`config.mk`:
```
export PLATFORM = sky130hd
export DESIGN_NAME = sb_mailbox_bridge
export DESIGN_NICKNAME = d
export VERILOG_FILES = /design/src/rtl/sbm_pkg.sv /design/src/rtl/sbm_launch.sv /design/src/rtl/sbm_regfile.sv /design/src/rtl/sbm_txn_fsm.sv /design/src/rtl/sb_mailbox_bridge.sv
export SDC_FILE = /design/constraint.sdc
export NUM_CORES = 1
export LEC_CHECK = 0
export BUFFER_PORTS_ARGS = -buffer_cell sky130_fd_sc_hd__buf_4
export CORE_AREA = 2 2 105 107
export CTS_CLUSTER_DIAMETER = 80
export DETAILED_ROUTE_END_ITERATION = 10
export DIE_AREA = 0 0 107 109
export PLACE_DENSITY = 0.74
export SYNTH_ARGS = -nofsm -noshare
export SYNTH_HDL_FRONTEND = slang
export SYNTH_SLANG_ARGS = --single-unit
export TNS_END_PERCENT = 10
```
`constraint.sdc`:
```
create_clock -name clk -period 4 [get_ports clk]
set_input_delay 0.4 -clock clk [delete_from_list [all_inputs] [get_ports clk]]
set_output_delay 0.4 -clock clk [all_outputs]
set_load 0.01 [all_outputs]
```
`src/rtl/sbm_pkg.sv`:
```
package sbm_pkg;
  localparam int SBM_DATA_W = 32;
  localparam int SBM_SEL_W  = 2;

  localparam logic [SBM_SEL_W-1:0] SEL_CTRL = 2'd0;
  localparam logic [SBM_SEL_W-1:0] SEL_EXT  = 2'd1;
  localparam logic [SBM_SEL_W-1:0] SEL_DATA = 2'd2;
  localparam logic [SBM_SEL_W-1:0] SEL_STAT = 2'd3;

  localparam logic [3:0] ENABLE_NIBBLE = 4'hF;

  typedef enum logic [1:0] {
    ST_IDLE = 2'd0,
    ST_REQ  = 2'd1,
    ST_WAIT = 2'd2
  } sbm_state_e;
endpackage

```
`src/rtl/sbm_launch.sv`:
```
module sbm_launch #(
  parameter logic [7:0] GFX_PORT = 8'h06
) (
  input  logic       wr_en,
  input  logic [1:0] wr_sel,
  input  logic [7:0] wr_port,
  input  logic [3:0] wr_enable,
  input  logic       busy,
  output logic       launch,
  output logic       refuse
);
  import sbm_pkg::*;

  logic fire;

  always_comb begin
    fire   = wr_en && !busy && (wr_sel == SEL_CTRL) && (wr_enable == ENABLE_NIBBLE);
    refuse = fire && (wr_port == GFX_PORT);
    launch = fire && (wr_port != GFX_PORT);
  end
endmodule

```
`src/rtl/sbm_regfile.sv`:
```
module sbm_regfile #(
  parameter int DATA_W = sbm_pkg::SBM_DATA_W
) (
  input  logic              clk,
  input  logic              rst_n,
  input  logic              wr_en,
  input  logic [1:0]        wr_sel,
  input  logic [DATA_W-1:0] wr_data,
  input  logic              lock,
  input  logic              capture,
  input  logic [DATA_W-1:0] rsp_data,
  output logic [DATA_W-1:0] ctrl_q,
  output logic [DATA_W-9:0] ext_q,
  output logic [DATA_W-1:0] data_q
);
  import sbm_pkg::*;

  logic host_ok;
  assign host_ok = wr_en && !lock;

  always_ff @(posedge clk or negedge rst_n) begin
    if (!rst_n) begin
      ctrl_q <= '0;
      ext_q  <= '0;
      data_q <= '0;
    end else begin
      if (host_ok && wr_sel == SEL_CTRL) ctrl_q <= wr_data;
      if (host_ok && wr_sel == SEL_EXT)  ext_q  <= wr_data[DATA_W-1:8];
      if (capture)                       data_q <= rsp_data;
      else if (host_ok && wr_sel == SEL_DATA) data_q <= wr_data;
    end
  end

  // a locked window rejects host writes to every stored word
  a_r7_ext_locked: assert property (@(posedge clk) disable iff (!rst_n)
    (lock && wr_en && wr_sel == SEL_EXT) |=> $stable(ext_q));
  a_r7_ctrl_locked: assert property (@(posedge clk) disable iff (!rst_n)
    (lock && wr_en && wr_sel == SEL_CTRL) |=> $stable(ctrl_q));
  a_r7_data_locked: assert property (@(posedge clk) disable iff (!rst_n)
    (lock && !capture && wr_en && wr_sel == SEL_DATA) |=> $stable(data_q));
endmodule

```
`src/rtl/sbm_txn_fsm.sv`:
```
module sbm_txn_fsm (
  input  logic clk,
  input  logic rst_n,
  input  logic launch,
  input  logic refuse,
  input  logic err_clr,
  input  logic is_write,
  input  logic req_ready,
  input  logic rsp_valid,
  output logic req_valid,
  output logic rsp_ready,
  output logic busy,
  output logic err,
  output logic capture
);
  import sbm_pkg::*;

  sbm_state_e state, state_nx;

  always_comb begin
    state_nx = state;
    unique case (state)
      ST_IDLE: if (launch)    state_nx = ST_REQ;
      ST_REQ:  if (req_ready) state_nx = ST_WAIT;
      ST_WAIT: if (rsp_valid) state_nx = ST_IDLE;
      default:                state_nx = ST_IDLE;
    endcase
  end

  always_ff @(posedge clk or negedge rst_n) begin
    if (!rst_n) begin
      state <= ST_IDLE;
      err   <= 1'b0;
    end else begin
      state <= state_nx;
      if (refuse)       err <= 1'b1;
      else if (err_clr) err <= 1'b0;
    end
  end

  assign req_valid = (state == ST_REQ);
  assign rsp_ready = (state == ST_WAIT);
  assign busy      = (state != ST_IDLE);
  assign capture   = rsp_ready && rsp_valid && !is_write;

  // busy holds while the response is outstanding
  a_r6_busy_held: assert property (@(posedge clk) disable iff (!rst_n)
    (rsp_ready && !rsp_valid) |=> busy);
  // response strobe ends the transaction at once
  a_r5_busy_clear: assert property (@(posedge clk) disable iff (!rst_n)
    (rsp_ready && rsp_valid) |=> !busy);
  // request stays offered under back-pressure
  a_r10_hold_valid: assert property (@(posedge clk) disable iff (!rst_n)
    (req_valid && !req_ready) |=> req_valid);
  // the error flag is sticky without a clear
  a_r9_err_sticky: assert property (@(posedge clk) disable iff (!rst_n)
    (err && !err_clr) |=> err);
endmodule

```
`src/rtl/sb_mailbox_bridge.sv`:
```
module sb_mailbox_bridge #(
  parameter int         DATA_W   = 32,
  parameter logic [7:0] GFX_PORT = 8'h06
) (
  input  logic              clk,
  input  logic              rst_n,
  input  logic              reg_wr,
  input  logic [1:0]        reg_addr,
  input  logic [DATA_W-1:0] reg_wdata,
  output logic [DATA_W-1:0] reg_rdata,
  output logic              sb_req_valid,
  input  logic              sb_req_ready,
  output logic [7:0]        sb_req_port,
  output logic [7:0]        sb_req_opcode,
  output logic [DATA_W-1:0] sb_req_addr,
  output logic [DATA_W-1:0] sb_req_wdata,
  input  logic              sb_rsp_valid,
  output logic              sb_rsp_ready,
  input  logic [DATA_W-1:0] sb_rsp_data
);
  import sbm_pkg::*;

  localparam int OP_LSB   = DATA_W - 8;
  localparam int PORT_LSB = DATA_W - 16;
  localparam int LO_LSB   = 8;
  localparam int EN_LSB   = 4;

  logic [DATA_W-1:0] ctrl_q, data_q;
  logic [DATA_W-9:0] ext_q;
  logic launch, refuse, busy, err, capture, err_clr;

  assign err_clr = reg_wr && reg_addr == SEL_STAT && reg_wdata[1];

  sbm_launch #(.GFX_PORT(GFX_PORT)) u_launch (
    .wr_en     (reg_wr),
    .wr_sel    (reg_addr),
    .wr_port   (reg_wdata[PORT_LSB +: 8]),
    .wr_enable (reg_wdata[EN_LSB +: 4]),
    .busy      (busy),
    .launch    (launch),
    .refuse    (refuse)
  );

  sbm_regfile #(.DATA_W(DATA_W)) u_regs (
    .clk      (clk),
    .rst_n    (rst_n),
    .wr_en    (reg_wr),
    .wr_sel   (reg_addr),
    .wr_data  (reg_wdata),
    .lock     (busy),
    .capture  (capture),
    .rsp_data (sb_rsp_data),
    .ctrl_q   (ctrl_q),
    .ext_q    (ext_q),
    .data_q   (data_q)
  );

  sbm_txn_fsm u_fsm (
    .clk       (clk),
    .rst_n     (rst_n),
    .launch    (launch),
    .refuse    (refuse),
    .err_clr   (err_clr),
    .is_write  (ctrl_q[OP_LSB]),
    .req_ready (sb_req_ready),
    .rsp_valid (sb_rsp_valid),
    .req_valid (sb_req_valid),
    .rsp_ready (sb_rsp_ready),
    .busy      (busy),
    .err       (err),
    .capture   (capture)
  );

  assign sb_req_opcode = ctrl_q[OP_LSB +: 8];
  assign sb_req_port   = ctrl_q[PORT_LSB +: 8];
  assign sb_req_addr   = {ext_q, ctrl_q[LO_LSB +: 8]};
  assign sb_req_wdata  = data_q;

  always_comb begin
    unique case (reg_addr)
      SEL_CTRL: reg_rdata = ctrl_q;
      SEL_EXT:  reg_rdata = {ext_q, 8'h00};
      SEL_DATA: reg_rdata = data_q;
      default:  reg_rdata = {{(DATA_W-2){1'b0}}, err, busy};
    endcase
  end

  // the refused port never reaches the bus
  a_r9_no_gfx: assert property (@(posedge clk) disable iff (!rst_n)
    sb_req_valid |-> sb_req_port != GFX_PORT);
  // fields are frozen while the request waits
  a_r10_stable: assert property (@(posedge clk) disable iff (!rst_n)
    (sb_req_valid && !sb_req_ready) |=> ($stable(sb_req_addr) && $stable(sb_req_wdata)
                                          && $stable(sb_req_opcode)));
  // a request only rises after an enabled control write
  a_r3_launch_src: assert property (@(posedge clk) disable iff (!rst_n)
    $rose(sb_req_valid) |-> $past(reg_wr && reg_addr == SEL_CTRL
                                  && reg_wdata[EN_LSB +: 4] == ENABLE_NIBBLE));
endmodule

```
Word-level counts from Yosys, hierarchy flattened
Index checks and enable logic that the tools add are counted.
W data, S select, Z words.
{ "totals": {"reg_bits": 91, "latchBits": 0, "ramBits": 0, "romBits": 0, "inputBits": 71, "word_cells": 44, "mem_count": 0} }
{ "classes": {"add_sub_neg": 0, "multipliers": 0, "div_mod_pow": 0, "magnitude_cmp": 0, "n_eq_ne": 11, "shift": 0, "n_mux": 9, "bitwise_logic": 0, "n_reduce_logical": 19} }
{ "op_table": {"columns": ["op", "n"], "rows": [
  ["$pmux W32 S3", 1],
  ["$mux W32", 2],
  ["$logic_and A1 B1 Y1", 11],
  ["$eq A8 B3 Y1 const B", 1],
  ["$ne A8 B3 Y1 const B", 1],
  ["$eq A2 B2 Y1 const B", 3],
  ["$mux W2", 3],
  ["$pmux W2 S3", 1],
  ["$reduce_bool A2 Y1", 3],
  ["$eq A2 B1 Y1 const B", 2],
  ["$eq A4 B4 Y1 const B", 1],
  ["$logic_not A2 Y1", 2],
  ["$ne A2 B2 Y1 const B", 2],
  ["$reduce_and A3 Y1", 1],
  ["$logic_not A1 Y1", 2],
  ["$mux W1", 2],
  ["$ne A2 B1 Y1 const B", 1]
]} }

Depth between registers and ports, before layout
{ "logic_depth": {"depth_word": 8, "ltp_mapped": 6, "mapped_depth_nobuf": 3} }

By module
A second synthesis with hierarchy kept.
{ "unflattened": {"cells_unflattened": 330, "area_unflattened_um2": 4864.7} }
{ "modules_own_cells": {"columns": ["mod", "instances", "cells_per_inst", "area_per_inst_um2", "seq_area_each_um2"], "rows": [
  ["sbm_regfile", 1, 230, 3786.1, 2202.1],
  ["sb_mailbox_bridge", 1, 78, 845.8, 0.0],
  ["sbm_txn_fsm", 1, 14, 153.9, 75.1],
  ["sbm_launch", 1, 8, 78.8, 0.0]
]} }

Least setup slack after synthesis
Ideal clock, no wire load.
{ "synth_path": {"path_type": "input-to-output", "startpoint": "in reg_addr[1]", "endpoint": "out reg_rdata[10]", "arrival_time_ns": 1.420, "slack_ns": 2.180, "stages": 6, "cell_sequence": "buf_2 -> nor2b_1 -> buf_2 -> clkbuf_1 -> nand2_1 -> o21ai_0"} }
{ "synth_via": {"elab_chain_len": 2, "word_cells_on_any_way": 4, "cone_classes": "2 x eq/ne; 1 x mux; 1 x reduce/logical"} }
{ "synth_lines": {"columns": ["element", "line_no", "rtl"], "rows": [
  ["start, declared", "sb_mailbox_bridge.sv:8", "input logic [1:0] reg_addr,"],
  ["$eq A2 B2 Y1 (tied with other cells)", "sb_mailbox_bridge.sv:80", "unique case (reg_addr)"],
  ["$pmux W32 S3 (*)", "sb_mailbox_bridge.sv:80", null],
  ["end, declared", "sb_mailbox_bridge.sv:10", "output logic [DATA_W-1:0] reg_rdata,"]
]} }
Every way passes the cells marked *; elsewhere a longest branch is shown, timed or not.

Final worst setup path
{ "layout_path": {"startpoint": "in reg_addr[1]", "endpoint": "out reg_rdata[24]"} }
The elaborated chain is that of the path after synthesis.

==> out/results.tsv <==
stage	metric	value	unit
run_status	status	completed	
cells_and_area	design area	0.006077	mm²
worst_setup_path	buffers plus inverters on the worst setup path	3	
floorplanning	Initial Util	0.4376	
worst_setup_path	crit path DAT	2.06	ns
worst_setup_path	kind of end point of the critical path	primary output	
cells_and_area	antenna cells	0	
floorplanning	row cnt	38	
logic_synthesis	register area share after synthesis	0.4908	
sta	Worst Clk Skew	0.01094	ns
global_route	vias in the first global route	4060	
clock_network	CTS max path bufs	2	
clock_network	CTS tree	yes	
logic_synthesis	average size of a mapped cell	10.40	µm²
placed_design	gpl congestion	0.7485	
sta	RSZ-0062 raised after global routing	false	
routing	vias per inst	5.545	
pwr	P_leak	2.871	nW
floorplanning	die height	109	µm
placed_design	PortBufs	184	
sta	Final Hold Viols	0	
clock_network	Worst-Skew Late Latency	0.35	ns
clock_network	post-CTS setup buffer count	0	
global_route	gr ovfl total	0	
clock_network	hold buffer count at cts	0	
logic_synthesis	syn_nets	517	
logic_synthesis	Synth Cell Area	0.004639	mm²
worst_setup_path	critical path, cell by cell	buf_4 > nor2b_4 > buf_12 > nand2_1 > o21ai_0 > buf_4	
pwr	power density over cell area	427.5	mW/mm²
global_route	largest net degree at the start of global routing	65	
worst_setup_path	Req. time, crit path	3.60	ns
logic_synthesis	Synth Flop Type	dfrtp_1	
cells_and_area	commonest non-fill, non-tap cell in the layout	buf_4	
sta	Pins Over Slew Limit	0	
sta	fin crit period	2.463	ns
routing	Post-DRT Antenna Nets	0	
clock_network	Num CTS Buffers	9	
floorplanning	core area	0.01060	mm²
sta	Fmax	406.0	MHz
sta	crit share post-route	0.6158	
logic_synthesis	number of synthesized flops with an enable pin	0	
sta	WHS	0.01120	ns
worst_setup_path	crit path kind	in -> out	
cells_and_area	fill count	918	
sta	# setup viols final	0	
sta	fin worst setup slack	1.537	ns
pwr	Peak supply drop	0.0001904	V
routing	Vias	4042	
worst_setup_path	CP peak stage delay	0.61	ns
worst_setup_path	Worst setup SP type	primary input	
cells_and_area	Synth-to-Final Area Change	30.99	%
routing	initial drt markers	297	
logic_synthesis	FF+latch count, synth	91	
clock_network	Root Buffer	clkbuf_8	
worst_setup_path	Most common cell on crit path	buf_4	
worst_setup_path	FF-to-FF setup slack	1.57	ns
sta	setup TNS	0	ns
placed_design	Area after DPL	0.005941	mm²
floorplanning	Die Wd	107	µm
logic_synthesis	async set-or-reset flop fraction in the synthesized netlist	1.000	
cells_and_area	Final Util	0.5732	
global_route	GRT Total Usage	0.2296	
min_path	Hold Crit Class	in -> async	
global_route	initial antenna violation count	0	
logic_synthesis	Syn. warnings	0	
worst_setup_path	Worst path slowest cell	nor2b_4	
job	maxcap violations	0	
placed_design	pre-CTS setup slack	1.551	ns
clock_network	clock sinks	91	
routing	1st-pass router iterations	5	
logic_synthesis	Synth Instances	446	
routing	drt total wl	13440	µm
floorplanning	Die ar.	0.01166	mm²
worst_setup_path	CP max FO	38	
clock_network	quantity of gates resized following cts	0	
sta	actual slew at the worst max-slew pin	0.9653	ns
worst_setup_path	CP top delay family	buffers and inverters	
floorplanning	Ports	185	
clock_network	Clock Pin Slew Worst Setup and Hold Paths	0.08	ns
global_route	first-pass GRT wire length	20970	µm
cells_and_area	fin nets	659	
routing	DR DRC count	0	
placed_design	HPWL after DPL	9015	µm
cells_and_area	fraction of layout cells with a size suffix above 1	0.4431	
sta	Slew headroom	0.3550	
routing	wire per inst	18.44	µm
clock_network	H-tree levels	3	
cells_and_area	most frequent cells in the layout	190 x buf_4, 91 x dfrtp_1, 56 x o21ai_0, 56 x mux2_2, 41 x nor2_1	
logic_synthesis	Synth cell types	30	
-- area by class of cell --
class / count / area (µm²) / share of cell area
Clock buffer: 11 / 131.4 / 0.02162
Tap cell: 140 / 175.2 / 0.02882
Multi-Input combinational cell: 293 / 2034 / 0.3348
Clock inverter: 1 / 5.005 / 0.0008236
Timing Repair Buffer: 191 / 1446 / 0.2380
Sequential cell: 91 / 2277 / 0.3747
Inverter: 2 / 7.507 / 0.001235
-- flip-flops by register name, summed over array words and instances, names as in the netlist --
name	count
u_regs.ctrl_q	32
u_regs.data_q	32
u_regs.ext_q	24
u_fsm.state	2
u_fsm.err	1
-- metrics by stage --
step                power [mW]  cells
floorplan                1.672    446
global placement         2.084    717
detailed placement       2.114    717
CTS                      2.620    729
global route             2.742    729
finish                   2.598    729
-- cells in the mapped netlist, types with 2 or more instances --
library cell   n  area (µm²)
inv_1          2       7.510
nand2_1       25       93.84
a41o_1         2       20.02
a31oi_1       32       200.2
nand3_1       32       160.2
buf_1          4       15.01
clkbuf_1      19       71.32
a22o_1         3       26.28
nor2b_1        3       18.77
dfrtp_1       91        2277
nor2_1        41       153.9
mux2_2        56       630.6
buf_6          3       33.78
buf_4         24       180.2
mux2i_1       30       300.3
buf_2         10       50.05
o21ai_0       56       280.3
-- worst paths after layout --
| path | endpoint | start | depth (start not counted) |
|---|---|---|---|
| worst min-delay path | u_regs.data_q[21] | rst_n | 1 |
| max in group asynchronous | u_regs.data_q[22] | rst_n | 2 |
| worst max-delay path | reg_rdata[24] | reg_addr[1] | 6 |
| min in group clk | u_fsm.state[1] | sb_req_ready | 2 |
| worst max register to register | u_regs.ctrl_q[28] | u_fsm.state[1] | 4 |
| worst min register to register | u_regs.ctrl_q[1] | u_regs.ctrl_q[1] | 1 |
-- logic make-up (layout without fill, tap and decap cells) --
family | Yosys count | in the layout | share of synthesized area
muxes | 87 | 87 | 0.2031
buffers and inverters | 62 | 205 | 0.07713
AOI/OAI and AO/OA | 95 | 95 | 0.1165
DFF | 91 | 91 | 0.4908
and+or+nand+nor | 111 | 111 | 0.1125
-- layer usage --
metal | GRT usage | share of wire | vias up
met5 | 0 | 0 | -
met4 | 0.05844 | 0.0094 | 0
met3 | 0.04543 | 0.072 | 16
met2 | 0.3999 | 0.49 | 191
met1 | 0.2949 | 0.43 | 1990
li1 | - | - | 1845
-- where the power goes --
part	internal [mW]	total (mW)	switching, mW
logic	0.472	0.851	0.380
clock network	0.212	0.506	0.294
registers	1.09	1.24	0.147
total	1.78	2.60	0.821
No activity file was read; power rests on OpenSTA's default activity.
